## src/rtl/qpe_pkg.sv

```systemverilog
// Shared constants for the ring-selective phase estimator.
// Holds the arctangent table used by the vectoring rotator.
// Assumes the angle width is at most 16 bits and the iteration count at most 16.
package qpe_pkg;

    // atan(2^-k) in units of 2^16 per full turn, for k = 0..15
    function automatic int atan_turn16(input int k);
        case (k)
            0:       return 8192;
            1:       return 4836;
            2:       return 2555;
            3:       return 1297;
            4:       return 651;
            5:       return 326;
            6:       return 163;
            7:       return 81;
            8:       return 41;
            9:       return 20;
            10:      return 10;
            11:      return 5;
            12:      return 3;
            13:      return 1;
            14:      return 1;
            default: return 0;
        endcase
    endfunction

    // Same angle rescaled (rounded) to 2^pw units per turn
    function automatic int atan_turn(input int k, input int pw);
        if (pw >= 16)
            return atan_turn16(k);
        return (atan_turn16(k) + (1 << (15 - pw))) >> (16 - pw);
    endfunction

endpackage

```

## src/rtl/qpe_ring_sel.sv

```systemverilog
// Magnitude classifier: flags a symbol for use when its squared
// magnitude lies below TH_LO or above TH_HI (inner or outer ring).
// Purely combinational; assumes both thresholds fit in 2*DW+1 bits.
module qpe_ring_sel #(
    parameter int DW    = 8,
    parameter int TH_LO = 1536,
    parameter int TH_HI = 3584
) (
    input  logic signed [DW-1:0] i_in,
    input  logic signed [DW-1:0] q_in,
    output logic                 use_sym
);
    localparam int MW = 2 * DW + 1;
    localparam logic signed [MW-1:0] LO_S = MW'(TH_LO);
    localparam logic signed [MW-1:0] HI_S = MW'(TH_HI);

    logic signed [MW-1:0] ie, qe, mag2;

    // squared magnitude and ring decision
    always_comb begin
        ie      = MW'(i_in);
        qe      = MW'(q_in);
        mag2    = ie * ie + qe * qe;
        use_sym = (mag2 < LO_S) || (mag2 > HI_S);
    end
endmodule

```

## src/rtl/qpe_csquare.sv

```systemverilog
// One registered complex squaring stage with round-half-up scaling by
// 2^SH. Carries a valid and a tag bit alongside the data.
// Assumes SH >= 1 and OW = 2*IW+1-SH.
module qpe_csquare #(
    parameter int IW = 8,
    parameter int SH = 4,
    parameter int OW = 2 * IW + 1 - SH
) (
    input  logic                 clk,
    input  logic                 rst_n,
    input  logic                 in_v,
    input  logic                 in_tag,
    input  logic signed [IW-1:0] in_re,
    input  logic signed [IW-1:0] in_im,
    output logic                 out_v,
    output logic                 out_tag,
    output logic signed [OW-1:0] out_re,
    output logic signed [OW-1:0] out_im
);
    localparam int FW = 2 * IW + 1;
    localparam logic signed [FW-1:0] RND = FW'(1) <<< (SH - 1);

    logic signed [FW-1:0] re_e, im_e, sq_re, sq_im, rs_re, rs_im;

    // full-precision square, then rounded scale-down
    always_comb begin
        re_e  = FW'(in_re);
        im_e  = FW'(in_im);
        sq_re = re_e * re_e - im_e * im_e;
        sq_im = (re_e * im_e) <<< 1;
        rs_re = (sq_re + RND) >>> SH;
        rs_im = (sq_im + RND) >>> SH;
    end

    // pipeline register for the stage
    always_ff @(posedge clk) begin
        if (!rst_n) begin
            out_v   <= 1'b0;
            out_tag <= 1'b0;
            out_re  <= '0;
            out_im  <= '0;
        end else begin
            out_v   <= in_v;
            out_tag <= in_tag;
            out_re  <= OW'(rs_re);
            out_im  <= OW'(rs_im);
        end
    end
endmodule

```

## src/rtl/qpe_window_acc.sv

```systemverilog
// Window accumulator: sums the tagged fourth-power terms and counts the
// tagged symbols over WIN valid inputs, then presents the totals with a
// one-cycle done pulse and restarts from zero. Assumes WIN >= 2.
module qpe_window_acc #(
    parameter int WIN   = 64,
    parameter int IW    = 21,
    parameter int ACC_W = 28,
    parameter int CNT_W = 7
) (
    input  logic                    clk,
    input  logic                    rst_n,
    input  logic                    in_v,
    input  logic                    in_use,
    input  logic signed [IW-1:0]    in_re,
    input  logic signed [IW-1:0]    in_im,
    output logic                    done,
    output logic signed [ACC_W-1:0] sum_re,
    output logic signed [ACC_W-1:0] sum_im,
    output logic [CNT_W-1:0]        sum_cnt
);
    localparam int SW = $clog2(WIN);
    localparam logic [SW-1:0] LAST = SW'(WIN - 1);

    logic signed [ACC_W-1:0] acc_re, acc_im, add_re, add_im;
    logic [CNT_W-1:0]        hits;
    logic [SW-1:0]           pos;

    // contribution of this symbol (zero when not selected)
    always_comb begin
        add_re = in_use ? ACC_W'(in_re) : '0;
        add_im = in_use ? ACC_W'(in_im) : '0;
    end

    // running sums and window close
    always_ff @(posedge clk) begin
        if (!rst_n) begin
            acc_re  <= '0;
            acc_im  <= '0;
            hits    <= '0;
            pos     <= '0;
            done    <= 1'b0;
            sum_re  <= '0;
            sum_im  <= '0;
            sum_cnt <= '0;
        end else begin
            done <= 1'b0;
            if (in_v) begin
                if (pos == LAST) begin
                    done    <= 1'b1;
                    sum_re  <= acc_re + add_re;
                    sum_im  <= acc_im + add_im;
                    sum_cnt <= hits + CNT_W'(in_use);
                    acc_re  <= '0;
                    acc_im  <= '0;
                    hits    <= '0;
                    pos     <= '0;
                end else begin
                    acc_re <= acc_re + add_re;
                    acc_im <= acc_im + add_im;
                    hits   <= hits + CNT_W'(in_use);
                    pos    <= pos + 1'b1;
                end
            end
        end
    end
endmodule

```

## src/rtl/qpe_vector_angle.sv

```systemverilog
// Iterative vectoring rotator: finds the angle of (x_in, y_in) in 2^PW
// units per turn over ITER cycles, removes a half turn and divides by
// four. With a zero count it skips the search and holds the last estimate.
// Assumes 2 <= ITER <= 16, PW <= 16, and no start while busy.
module qpe_vector_angle
    import qpe_pkg::*;
#(
    parameter int AW    = 28,
    parameter int PW    = 14,
    parameter int ITER  = 12,
    parameter int CNT_W = 7
) (
    input  logic                 clk,
    input  logic                 rst_n,
    input  logic                 start,
    input  logic signed [AW-1:0] x_in,
    input  logic signed [AW-1:0] y_in,
    input  logic [CNT_W-1:0]     cnt_in,
    output logic                 busy,
    output logic                 done,
    output logic [PW-1:0]        est,
    output logic [CNT_W-1:0]     cnt_out
);
    localparam int CW = AW + 2;
    localparam int KW = $clog2(ITER);
    localparam logic [PW-1:0] HALF = PW'(1) << (PW - 1);
    localparam logic [KW-1:0] KLAST = KW'(ITER - 1);

    logic signed [CW-1:0] x, y, xn, yn, xs, ys;
    logic [PW-1:0]        z, zn, at;
    logic signed [PW-1:0] zc;
    logic [KW-1:0]        k;
    logic [CNT_W-1:0]     cnt_hold;

    // one micro-rotation toward the positive x axis
    always_comb begin
        xs = x >>> k;
        ys = y >>> k;
        at = PW'(atan_turn(int'(k), PW));
        if (!y[CW-1]) begin
            xn = x + ys;
            yn = y - xs;
            zn = z + at;
        end else begin
            xn = x - ys;
            yn = y + xs;
            zn = z - at;
        end
        zc = $signed(zn + HALF);
    end

    // start, iterate and finish control
    always_ff @(posedge clk) begin
        if (!rst_n) begin
            x        <= '0;
            y        <= '0;
            z        <= '0;
            k        <= '0;
            busy     <= 1'b0;
            done     <= 1'b0;
            est      <= '0;
            cnt_out  <= '0;
            cnt_hold <= '0;
        end else begin
            done <= 1'b0;
            if (start) begin
                cnt_hold <= cnt_in;
                if (cnt_in == '0) begin
                    done    <= 1'b1;
                    cnt_out <= '0;
                end else begin
                    busy <= 1'b1;
                    k    <= '0;
                    if (x_in[AW-1]) begin
                        x <= -CW'(x_in);
                        y <= -CW'(y_in);
                        z <= HALF;
                    end else begin
                        x <= CW'(x_in);
                        y <= CW'(y_in);
                        z <= '0;
                    end
                end
            end else if (busy) begin
                x <= xn;
                y <= yn;
                z <= zn;
                if (k == KLAST) begin
                    busy    <= 1'b0;
                    done    <= 1'b1;
                    est     <= PW'(zc >>> 2);
                    cnt_out <= cnt_hold;
                end else begin
                    k <= k + 1'b1;
                end
            end
        end
    end
endmodule

```

## src/rtl/qam16_quad_phase_est.sv

```systemverilog
// Top of the ring-selective fourth-power phase estimator for 16QAM.
// Classifies by magnitude, squares twice, sums over WIN symbols and
// converts the sum to a quarter-turn phase estimate with a count.
// Assumes WIN > ITER + 2 so that a window never closes while the angle
// unit is busy.
module qam16_quad_phase_est #(
    parameter int DW     = 8,
    parameter int AMP_SH = 4,
    parameter int WIN    = 64,
    parameter int SH1    = 4,
    parameter int SH2    = 6,
    parameter int PW     = 14,
    parameter int ITER   = 12,
    localparam int CNT_W = $clog2(WIN + 1)
) (
    input  logic              clk,
    input  logic              rst_n,
    input  logic              in_valid,
    input  logic [DW-1:0]     in_i,
    input  logic [DW-1:0]     in_q,
    output logic              est_valid,
    output logic [PW-1:0]     est_phase,
    output logic [CNT_W-1:0]  est_count
);
    localparam int A2    = 1 << (2 * AMP_SH);
    localparam int TH_LO = 6 * A2;
    localparam int TH_HI = 14 * A2;
    localparam int S1W   = 2 * DW + 1 - SH1;
    localparam int P4W   = 2 * S1W + 1 - SH2;
    localparam int ACC_W = P4W + $clog2(WIN) + 1;

    logic                    sel0;
    logic                    v1, t1, v2, t2;
    logic signed [S1W-1:0]   re1, im1;
    logic signed [P4W-1:0]   re2, im2;
    logic                    win_done;
    logic signed [ACC_W-1:0] tot_re, tot_im;
    logic [CNT_W-1:0]        tot_cnt;
    logic                    ang_busy;

    qpe_ring_sel #(.DW(DW), .TH_LO(TH_LO), .TH_HI(TH_HI)) u_sel (
        .i_in    ($signed(in_i)),
        .q_in    ($signed(in_q)),
        .use_sym (sel0)
    );

    qpe_csquare #(.IW(DW), .SH(SH1), .OW(S1W)) u_sq1 (
        .clk     (clk),
        .rst_n   (rst_n),
        .in_v    (in_valid),
        .in_tag  (sel0),
        .in_re   ($signed(in_i)),
        .in_im   ($signed(in_q)),
        .out_v   (v1),
        .out_tag (t1),
        .out_re  (re1),
        .out_im  (im1)
    );

    qpe_csquare #(.IW(S1W), .SH(SH2), .OW(P4W)) u_sq2 (
        .clk     (clk),
        .rst_n   (rst_n),
        .in_v    (v1),
        .in_tag  (t1),
        .in_re   (re1),
        .in_im   (im1),
        .out_v   (v2),
        .out_tag (t2),
        .out_re  (re2),
        .out_im  (im2)
    );

    qpe_window_acc #(.WIN(WIN), .IW(P4W), .ACC_W(ACC_W), .CNT_W(CNT_W)) u_acc (
        .clk     (clk),
        .rst_n   (rst_n),
        .in_v    (v2),
        .in_use  (t2),
        .in_re   (re2),
        .in_im   (im2),
        .done    (win_done),
        .sum_re  (tot_re),
        .sum_im  (tot_im),
        .sum_cnt (tot_cnt)
    );

    qpe_vector_angle #(.AW(ACC_W), .PW(PW), .ITER(ITER), .CNT_W(CNT_W)) u_ang (
        .clk     (clk),
        .rst_n   (rst_n),
        .start   (win_done),
        .x_in    (tot_re),
        .y_in    (tot_im),
        .cnt_in  (tot_cnt),
        .busy    (ang_busy),
        .done    (est_valid),
        .est     (est_phase),
        .cnt_out (est_count)
    );
endmodule

```

## config.mk

```make
export PLATFORM = sky130hd
export DESIGN_NAME = qam16_quad_phase_est
export DESIGN_NICKNAME = d
export VERILOG_FILES = /design/src/rtl/qpe_pkg.sv /design/src/rtl/qpe_ring_sel.sv /design/src/rtl/qpe_csquare.sv /design/src/rtl/qpe_window_acc.sv /design/src/rtl/qpe_vector_angle.sv /design/src/rtl/qam16_quad_phase_est.sv
export SDC_FILE = /design/constraint.sdc
export NUM_CORES = 2
export LEC_CHECK = 0
export BUFFER_PORTS_ARGS = -buffer_cell sky130_fd_sc_hd__clkbuf_2
export CORE_ASPECT_RATIO = 1.4
export CORE_MARGIN = 4
export CORE_UTILIZATION = 40
export CTS_CLUSTER_SIZE = 25
export DETAILED_ROUTE_END_ITERATION = 6
export HOLD_SLACK_MARGIN = 0.08
export PLACE_DENSITY = 0.55
export SLEW_MARGIN = 25
export SYNTH_ARGS = -nofsm -noshare
export SYNTH_HDL_FRONTEND = slang
export SYNTH_SLANG_ARGS = --single-unit
```

## constraint.sdc

```tcl
create_clock -name clk -period 8.27 [get_ports clk]
set_clock_uncertainty 0.1 [all_clocks]
set_input_delay 0 -clock clk [delete_from_list [all_inputs] [get_ports clk]]
set_output_delay 0 -clock clk [all_outputs]
set_load 0.01 [all_outputs]
```

== Word level (Yosys, flattened, before mapping) ==
Memory sizes are Yosys's and may differ from the RTL's. A register that Yosys moved wholly into a read port is not among the register bits.
Index checks and enable logic that the tools add are counted.

* Add/subtract/negate cells: 22
* Multiply operators: 6
* Magnitude comparators: 2
* Eq/ne operators: 5
* Shift operators: 2
* Mux-type cells: 40
* Bitwise operators: 1
* Reduce and logical (&&, ||, !) cells: 10

{| class="wikitable"
|+ Operators by type and width
! operator !! number
|-
| 2-to-1 mux 30 bit || 10
|-
| 2-to-1 mux 28 bit || 4
|-
| multiplier 13 x 13 -> 26 bit || 3
|-
| 2-to-1 mux 14 bit || 5
|-
| adder 30 bit || 2
|-
| negator 28 -> 30 bit || 2
|-
| >>> shifter 30 x 4 -> 30 bit || 2
|-
| subtractor 30 bit || 2
|-
| adder 28 bit || 2
|-
| adder 27 x 7 -> 27 bit (second input constant) || 2
|-
| multiplier 8 x 8 -> 16 bit || 3
|-
| 2-to-1 mux 7 bit || 5
|-
| adder 17 x 5 -> 17 bit (second input constant) || 2
|-
| subtractor 27 bit || 1
|-
| 2-to-1 mux 4 bit || 6
|-
| adder 17 bit || 1
|-
| greater-than comparator 17 x 13 -> 1 bit (second input constant) || 1
|-
| less-than comparator 17 x 12 -> 1 bit (second input constant) || 1
|-
| subtractor 17 bit || 1
|-
| adder 16 x 3 -> 16 bit (second input constant) || 1
|-
| adder 14 bit || 1
|-
| adder 14 bit (second input constant) || 1
|-
| subtractor 14 bit || 1
|-
| 2-to-1 mux 1 bit || 9
|-
| 14 further kinds || 20
|}

* Flip-flop bits (word level): 311
* Bits in read-only memories: 224
* Input bits: 19
* Memories: 1

{| class="wikitable"
|+ Memories
! memory !! words !! bits a word !! read ports !! clocked after Yosys merged registers in !! write ports !! RTL line !! RTL
|-
| (no name shown) || 16 || 14 || 1 || 1 || 0 || qpe_pkg.sv:8 || <nowiki>case (k)</nowiki>
|}

== Logic depth before layout (Yosys ltp) ==
* Word-level depth: 6
* Depth in mapped cells: 35
* Gate-level depth less buffers: 33

== Hierarchy ==
From an unflattened synthesis, not the netlist that was laid out.

* Cells, all modules: 6,397
* Area total of the unflattened synthesis: 55,305.5 um^2

{| class="wikitable"
|+ By module, submodules not included
! module !! instances !! cells each !! area an instance (um^2)
|-
| qpe_csquare (u_sq2) || 1 || 2,128 || 19,991.7
|-
| qpe_vector_angle || 1 || 1,886 || 14,426.3
|-
| qpe_csquare (u_sq1) || 1 || 899 || 8,144.1
|-
| qpe_window_acc || 1 || 991 || 8,002.7
|-
| qpe_ring_sel || 1 || 493 || 4,740.8
|}

== Least setup slack after synthesis ==
No wires, ideal clock.

* Kind: register to register
* Start: reg u_sq1.out_re[8]
* End: reg u_sq2.out_re[19]
* Setup time: 128 ps
* Arrival time: 7,476 ps
* Required time: 8,042 ps
* Slack: 567 ps
* Cell stages (with the launch flop): 29
* Path buffers: 2
* Period minus slack after synthesis: 7,703 ps
* Cells stage by stage: dfxtp_1 -> clkbuf_1 -> buf_1 -> nand2_1 -> fa_1 -> inv_1 -> fa_1 -> fa_1 -> fa_1 -> fa_1 -> fa_1 -> ha_1 -> o21a_1 -> nor2b_1 -> a311o_1 -> a21o_1 -> a211oi_1 -> nor2_1 -> ha_1 -> ha_1 -> a21oi_1 -> o211ai_1 -> and4b_1 -> o41ai_1 -> a211oi_1 -> o21bai_1 -> a21oi_1 -> xor2_1 -> nor2_1

* Word-level cells in the longest chain between the ends: 3

{| class="wikitable"
|+ RTL lines
! element !! RTL line !! RTL
|-
| from (decl) || qpe_csquare.sv:17 || <nowiki>output logic signed [OW-1:0] out_re,</nowiki>
|-
| from (signal assigned) || qpe_csquare.sv:45 || <nowiki>out_re <= OW'(rs_re);</nowiki>
|-
| multiplier 13 x 13 -> 26 bit || qpe_csquare.sv:29 || <nowiki>sq_re = re_e * re_e - im_e * im_e;</nowiki>
|-
| subtractor 27 bit || qpe_csquare.sv:29 ||
|-
| adder 27 x 7 -> 27 bit || qpe_csquare.sv:31 || <nowiki>rs_re = (sq_re + RND) >>> SH;</nowiki>
|-
| to (signal assigned) || qpe_csquare.sv:45 ||
|-
| to (decl) || qpe_csquare.sv:17 ||
|}

Every way passes these cells.
A chain may end at the register's enable or synchronous reset.

== Final worst setup path ==
* Start: reg u_sq1.out_im[4]
* End: reg u_sq2.out_re[20]

* Word-level cells in the longest chain between the ends: 3

{| class="wikitable"
|+ RTL lines
! element !! RTL line !! RTL
|-
| from (decl) || qpe_csquare.sv:18 || <nowiki>output logic signed [OW-1:0] out_im</nowiki>
|-
| from (signal assigned) || qpe_csquare.sv:46 || <nowiki>out_im <= OW'(rs_im);</nowiki>
|-
| multiplier 13 x 13 -> 26 bit || qpe_csquare.sv:29 ||
|-
| subtractor 27 bit || qpe_csquare.sv:29 ||
|-
| adder 27 x 7 -> 27 bit || qpe_csquare.sv:31 ||
|}

Every way passes these cells.

==> summary by stage <==
Hold path
The worst hold path startpoint is in_q[0]. The min-delay analysis places its worst path in the category primary input to flip-flop.

Routing
Using the TritonRoute via totals, the vias-per-cell ratio works out to between 5 and 6. The total detailed-routing wirelength is 135900 um. The routed layout has 40410 vias.

In the routed design, unresolved DRC markers number 0. Dividing the detail-routed wire length by the instance count gives approximately 18 um. The DRC violation total after the first TritonRoute iteration is 2170. The detail route stage leaves a number of antenna-violating nets equal to 0. The iteration count of the initial detailed-routing pass is 6.

Synth
In this run the cell area of the synthesized design comes to 50390 um2. The number of synthesized flops with an enable pin is 0. Counting flops with an async set or reset pin after synthesis yields a share of 0%. For this run, the number of Yosys warnings is 0. For this run, the register share of the synthesized area comes to 12.87%. The net count of the mapped netlist is 7100.

The number of cells produced by synthesis is approximately 6000. The synthesized design contains 324 register bits. In the synthesized netlist the dominant register cell turns out to be sky130_fd_sc_hd__dfxtp_1. The count of distinct cell types in the synthesized netlist is between 90 and 100.

The average cell area after synthesis is between 8 and 9 um2.

Global routing
Global routing finished with a remaining overflow of 0. The global-route usage over all layers is about a fifth. The via count of the first global-routing pass was ~42000.

The largest net degree at the start of global routing is 120. The number of antenna violations at the first check in global routing came to 3. The global-route wire length before repair is ~220000 um.

Placement
After legalization and detailed placement, the total HPWL measured around 110000 um. The global placement routability congestion is ~0.90. Port buffering added 40 buffers.

Worst setup path
The endpoint arrival time on the critical path is about 8.2 ns. In this run the critical register-to-register path is launched from u_sq1.out_im[4]. The number of buffers and inverters on the critical path is 1. STA classifies the critical path endpoint as a flip-flop. On the worst path, the slowest cell contributes a delay of roughly 0.65 ns. The kind of start point of the critical path is a flip-flop. The dominant cell type by count on the critical path is sky130_fd_sc_hd__fa_1. The critical-path cell with the highest stage delay is sky130_fd_sc_hd__dfxtp_1. The critical setup path kind is flip-flop to flip-flop. Tracing the worst setup path back leads to its startpoint at u_sq1.out_im[4]. The required time at the worst-slack endpoint is 8.62 ns. Along the worst path, the maximum fanout reaches 13. The family with the most delay on the worst path is adder cells.

Clocking
Buffers added to address setup during post-CTS repair amount to 0. The number of H-tree levels is 2. The clock tree root driver cell is sky130_fd_sc_hd__clkbuf_16. No sink is reached through more buffers than the 3 on the longest clock path. The number of clock buffers added by TritonCTS is 40. The clock slew at the register clock pins of the worst setup and hold paths is around 0.06 ns. The tree built by TritonCTS fans out to 324 sinks.

The later pin in the worst-skew pair is clocked with a latency of ~0.60 ns. TritonCTS built the clock tree.

Timing
The clock period minus final worst setup slack is 7.869 ns. The total negative slack is 0 ns. Hold timing on the final database bottoms out at a slack of between 0.1 and 0.15 ns.

At the pin with the least slew margin, the transition time is between 1 and 1.5 ns. The hold violation total from the final report is 0. The final period utilization is a little over nine tenths.

The number of setup violations in the final report is 0. Setup repair after global routing left no endpoint under its margin. Static timing analysis puts the maximum clock frequency at between 0.1 and 0.15 GHz. The worst pin sits at a relative slew slack of between 20% and 30%.

The total count of max-transition violations in the final report was 0.

Layout
The number of fill cells in the layout is 12600. Measured on the finished design, the core utilization comes to 43.01%. After the last flow step, the layout net total stands at 7006. The repair_antennas step left the layout with diodes totalling 0. From synthesis to final layout, the design area changed by 6.387%. Of the cells placed in the final design, the portion with a size suffix greater than 1 is about 5.6%.

Floorplanning
The total die area is roughly 130000 um2. Once the floorplan was initialized, standard cells occupied 40.43% of the core. The standard-cell row count is about 150.

The core box area is 124600 um2. The width of the chip is 308.0 um. Measured along the y axis, the die boundary spans between 400 and 500 um. The number of primary I/O pins is 41.

Job
The number of violations of the max-capacitance limit is 0.

Status
The flow ran to the end, and the final reports show no timing, DRC or antenna violations.
-- worst register-to-register path: cells and delay by family (launching register included) --
family,cells,cell delay (ns)
XOR/XNOR,1,0.15
AND/OR/NAND/NOR,6,0.87
flip-flops,1,0.65
buffers and inverters,1,0.10
AO/OA/AOI/OAI,10,2.07
adder cells (fa/ha/maj),9,3.75
-- cell families after synthesis --
logic type	after synthesis	synth area share (%)
muxes	136	4.192
DFF	324	12.87
adders and majority gates	1115	36.54
xor gates and xnor gates	427	7.450
AOI/OAI and AO/OA	1092	13.99
and+or+nand+nor	1790	16.59
buffers and inverters	1082	8.369
-- cells in the final DEF (no fill, tap or decap), types with 52 or more instances in the layout --
cell                       count
sky130_fd_sc_hd__dfxtp_1     309
sky130_fd_sc_hd__nor2b_1      66
sky130_fd_sc_hd__inv_1       814
sky130_fd_sc_hd__nor3_1       88
sky130_fd_sc_hd__ha_1        521
sky130_fd_sc_hd__nor2_1      455
sky130_fd_sc_hd__a21oi_1     347
sky130_fd_sc_hd__xnor2_1     265
sky130_fd_sc_hd__nand2_1     646
sky130_fd_sc_hd__and2_1      209
sky130_fd_sc_hd__nand3_1      80
sky130_fd_sc_hd__o21a_1       52
sky130_fd_sc_hd__fa_1        594
sky130_fd_sc_hd__nand2b_1     59
sky130_fd_sc_hd__o21ai_0     198
sky130_fd_sc_hd__xor2_1      161
sky130_fd_sc_hd__buf_4        80
sky130_fd_sc_hd__mux2i_1      58
sky130_fd_sc_hd__a21o_1       70
-- registers in the layout (all words and copies together) (netlist names), 12 cells and up, named ones only --
signal        flops
u_sq1.out_re     13
u_sq1.out_im     13
u_ang.y          30
u_ang.x          30
u_sq2.out_re     21
u_acc.acc_re     28
u_acc.sum_re     28
u_acc.acc_im     28
u_sq2.out_im     21
u_acc.sum_im     28
u_ang.z          14
u_ang.est        12
-- cell usage after synthesis (21+ instances only) --
master / instances / area [um2]
sky130_fd_sc_hd__o21a_1: 52 / 390.4
sky130_fd_sc_hd__o31ai_1: 36 / 270.3
sky130_fd_sc_hd__ha_1: 521 / 6519
sky130_fd_sc_hd__and3_1: 31 / 193.9
sky130_fd_sc_hd__o211ai_1: 46 / 345.3
sky130_fd_sc_hd__mux2i_1: 58 / 580.6
sky130_fd_sc_hd__inv_1: 814 / 3055
sky130_fd_sc_hd__nand3_1: 81 / 405.4
sky130_fd_sc_hd__xor2_1: 161 / 1410
sky130_fd_sc_hd__a22o_1: 28 / 245.2
sky130_fd_sc_hd__nand2b_1: 59 / 369.1
sky130_fd_sc_hd__a22oi_1: 48 / 360.4
sky130_fd_sc_hd__nor3_1: 89 / 445.4
sky130_fd_sc_hd__nor2b_1: 66 / 412.9
sky130_fd_sc_hd__or3_1: 30 / 187.7
sky130_fd_sc_hd__a211oi_1: 44 / 330.3
sky130_fd_sc_hd__mux4_2: 42 / 945.9
sky130_fd_sc_hd__xnor2_1: 265 / 2321
sky130_fd_sc_hd__fa_1: 594 / 11890
sky130_fd_sc_hd__nor2_1: 457 / 1715
sky130_fd_sc_hd__a31oi_1: 40 / 250.2
sky130_fd_sc_hd__o21bai_1: 27 / 202.7
sky130_fd_sc_hd__a21o_1: 70 / 525.5
sky130_fd_sc_hd__clkbuf_1: 201 / 754.5
sky130_fd_sc_hd__or2_2: 22 / 137.6
sky130_fd_sc_hd__o21ai_0: 198 / 991.0
sky130_fd_sc_hd__and2_1: 209 / 1308
sky130_fd_sc_hd__nand4_1: 33 / 206.5
sky130_fd_sc_hd__a21oi_1: 348 / 1742
sky130_fd_sc_hd__mux2_2: 21 / 236.5
sky130_fd_sc_hd__nand2_1: 646 / 2425
sky130_fd_sc_hd__dfxtp_1: 324 / 6486
-- per-layer routing --
metal	track usage [%]	vias up	part of all wire (%)	wire length, um
met5	0	-	0.0088	12
met4	7.380	2	4.1	5597
met3	1.848	247	3.0	4112
met2	40.42	661	54	73590
met1	23.33	19940	39	52580
li1	-	19550	-	-
-- worst paths after layout --
path / to / slack (ns) / depth (start not counted)
setup / recovery: u_sq2.out_re[20] / 0.40 / 27
hold / removal: u_sq1.out_re[0] / 0.13 / 5
setup reg to reg: u_sq2.out_re[20] / 0.40 / 27
hold reg to reg: u_sq2.out_tag / 0.34 / 1
-- metrics by stage --
stage | worst slack [ns] | std cells | cell area (um2)
after floorplan | 0.5669 | 5966 | 50390
after global placement | 0.2662 | 7455 | 52160
after detailed placement | 0.2278 | 7455 | 52160
after CTS | 0.1661 | 7529 | 53570
after global routing | 0.009939 | 7529 | 53600
final | 0.4006 | 7529 | 53600
-- layout make-up --
cell class                 instances  area [um2]  area share, %
inverter                         825        3104          5.791
clock buffer                      52        1116          2.082
sequential                       324        6510          12.14
tap                             1627        2036          3.798
clock inverter                    20       274.0         0.5112
timing repair buffer             121       815.8          1.522
multi-input combinational       4560       39750          74.15
-- what timing repair did --
item	CTS	global route
setup endpoints to repair	0	4
hold buffers	2	0
gates resized for setup	0	11
endpoints found under the hold margin	34	0
Power is left out: the tool's default activity adds up to more than one toggle a clock period on the data nets, which glitch-free logic cannot reach.
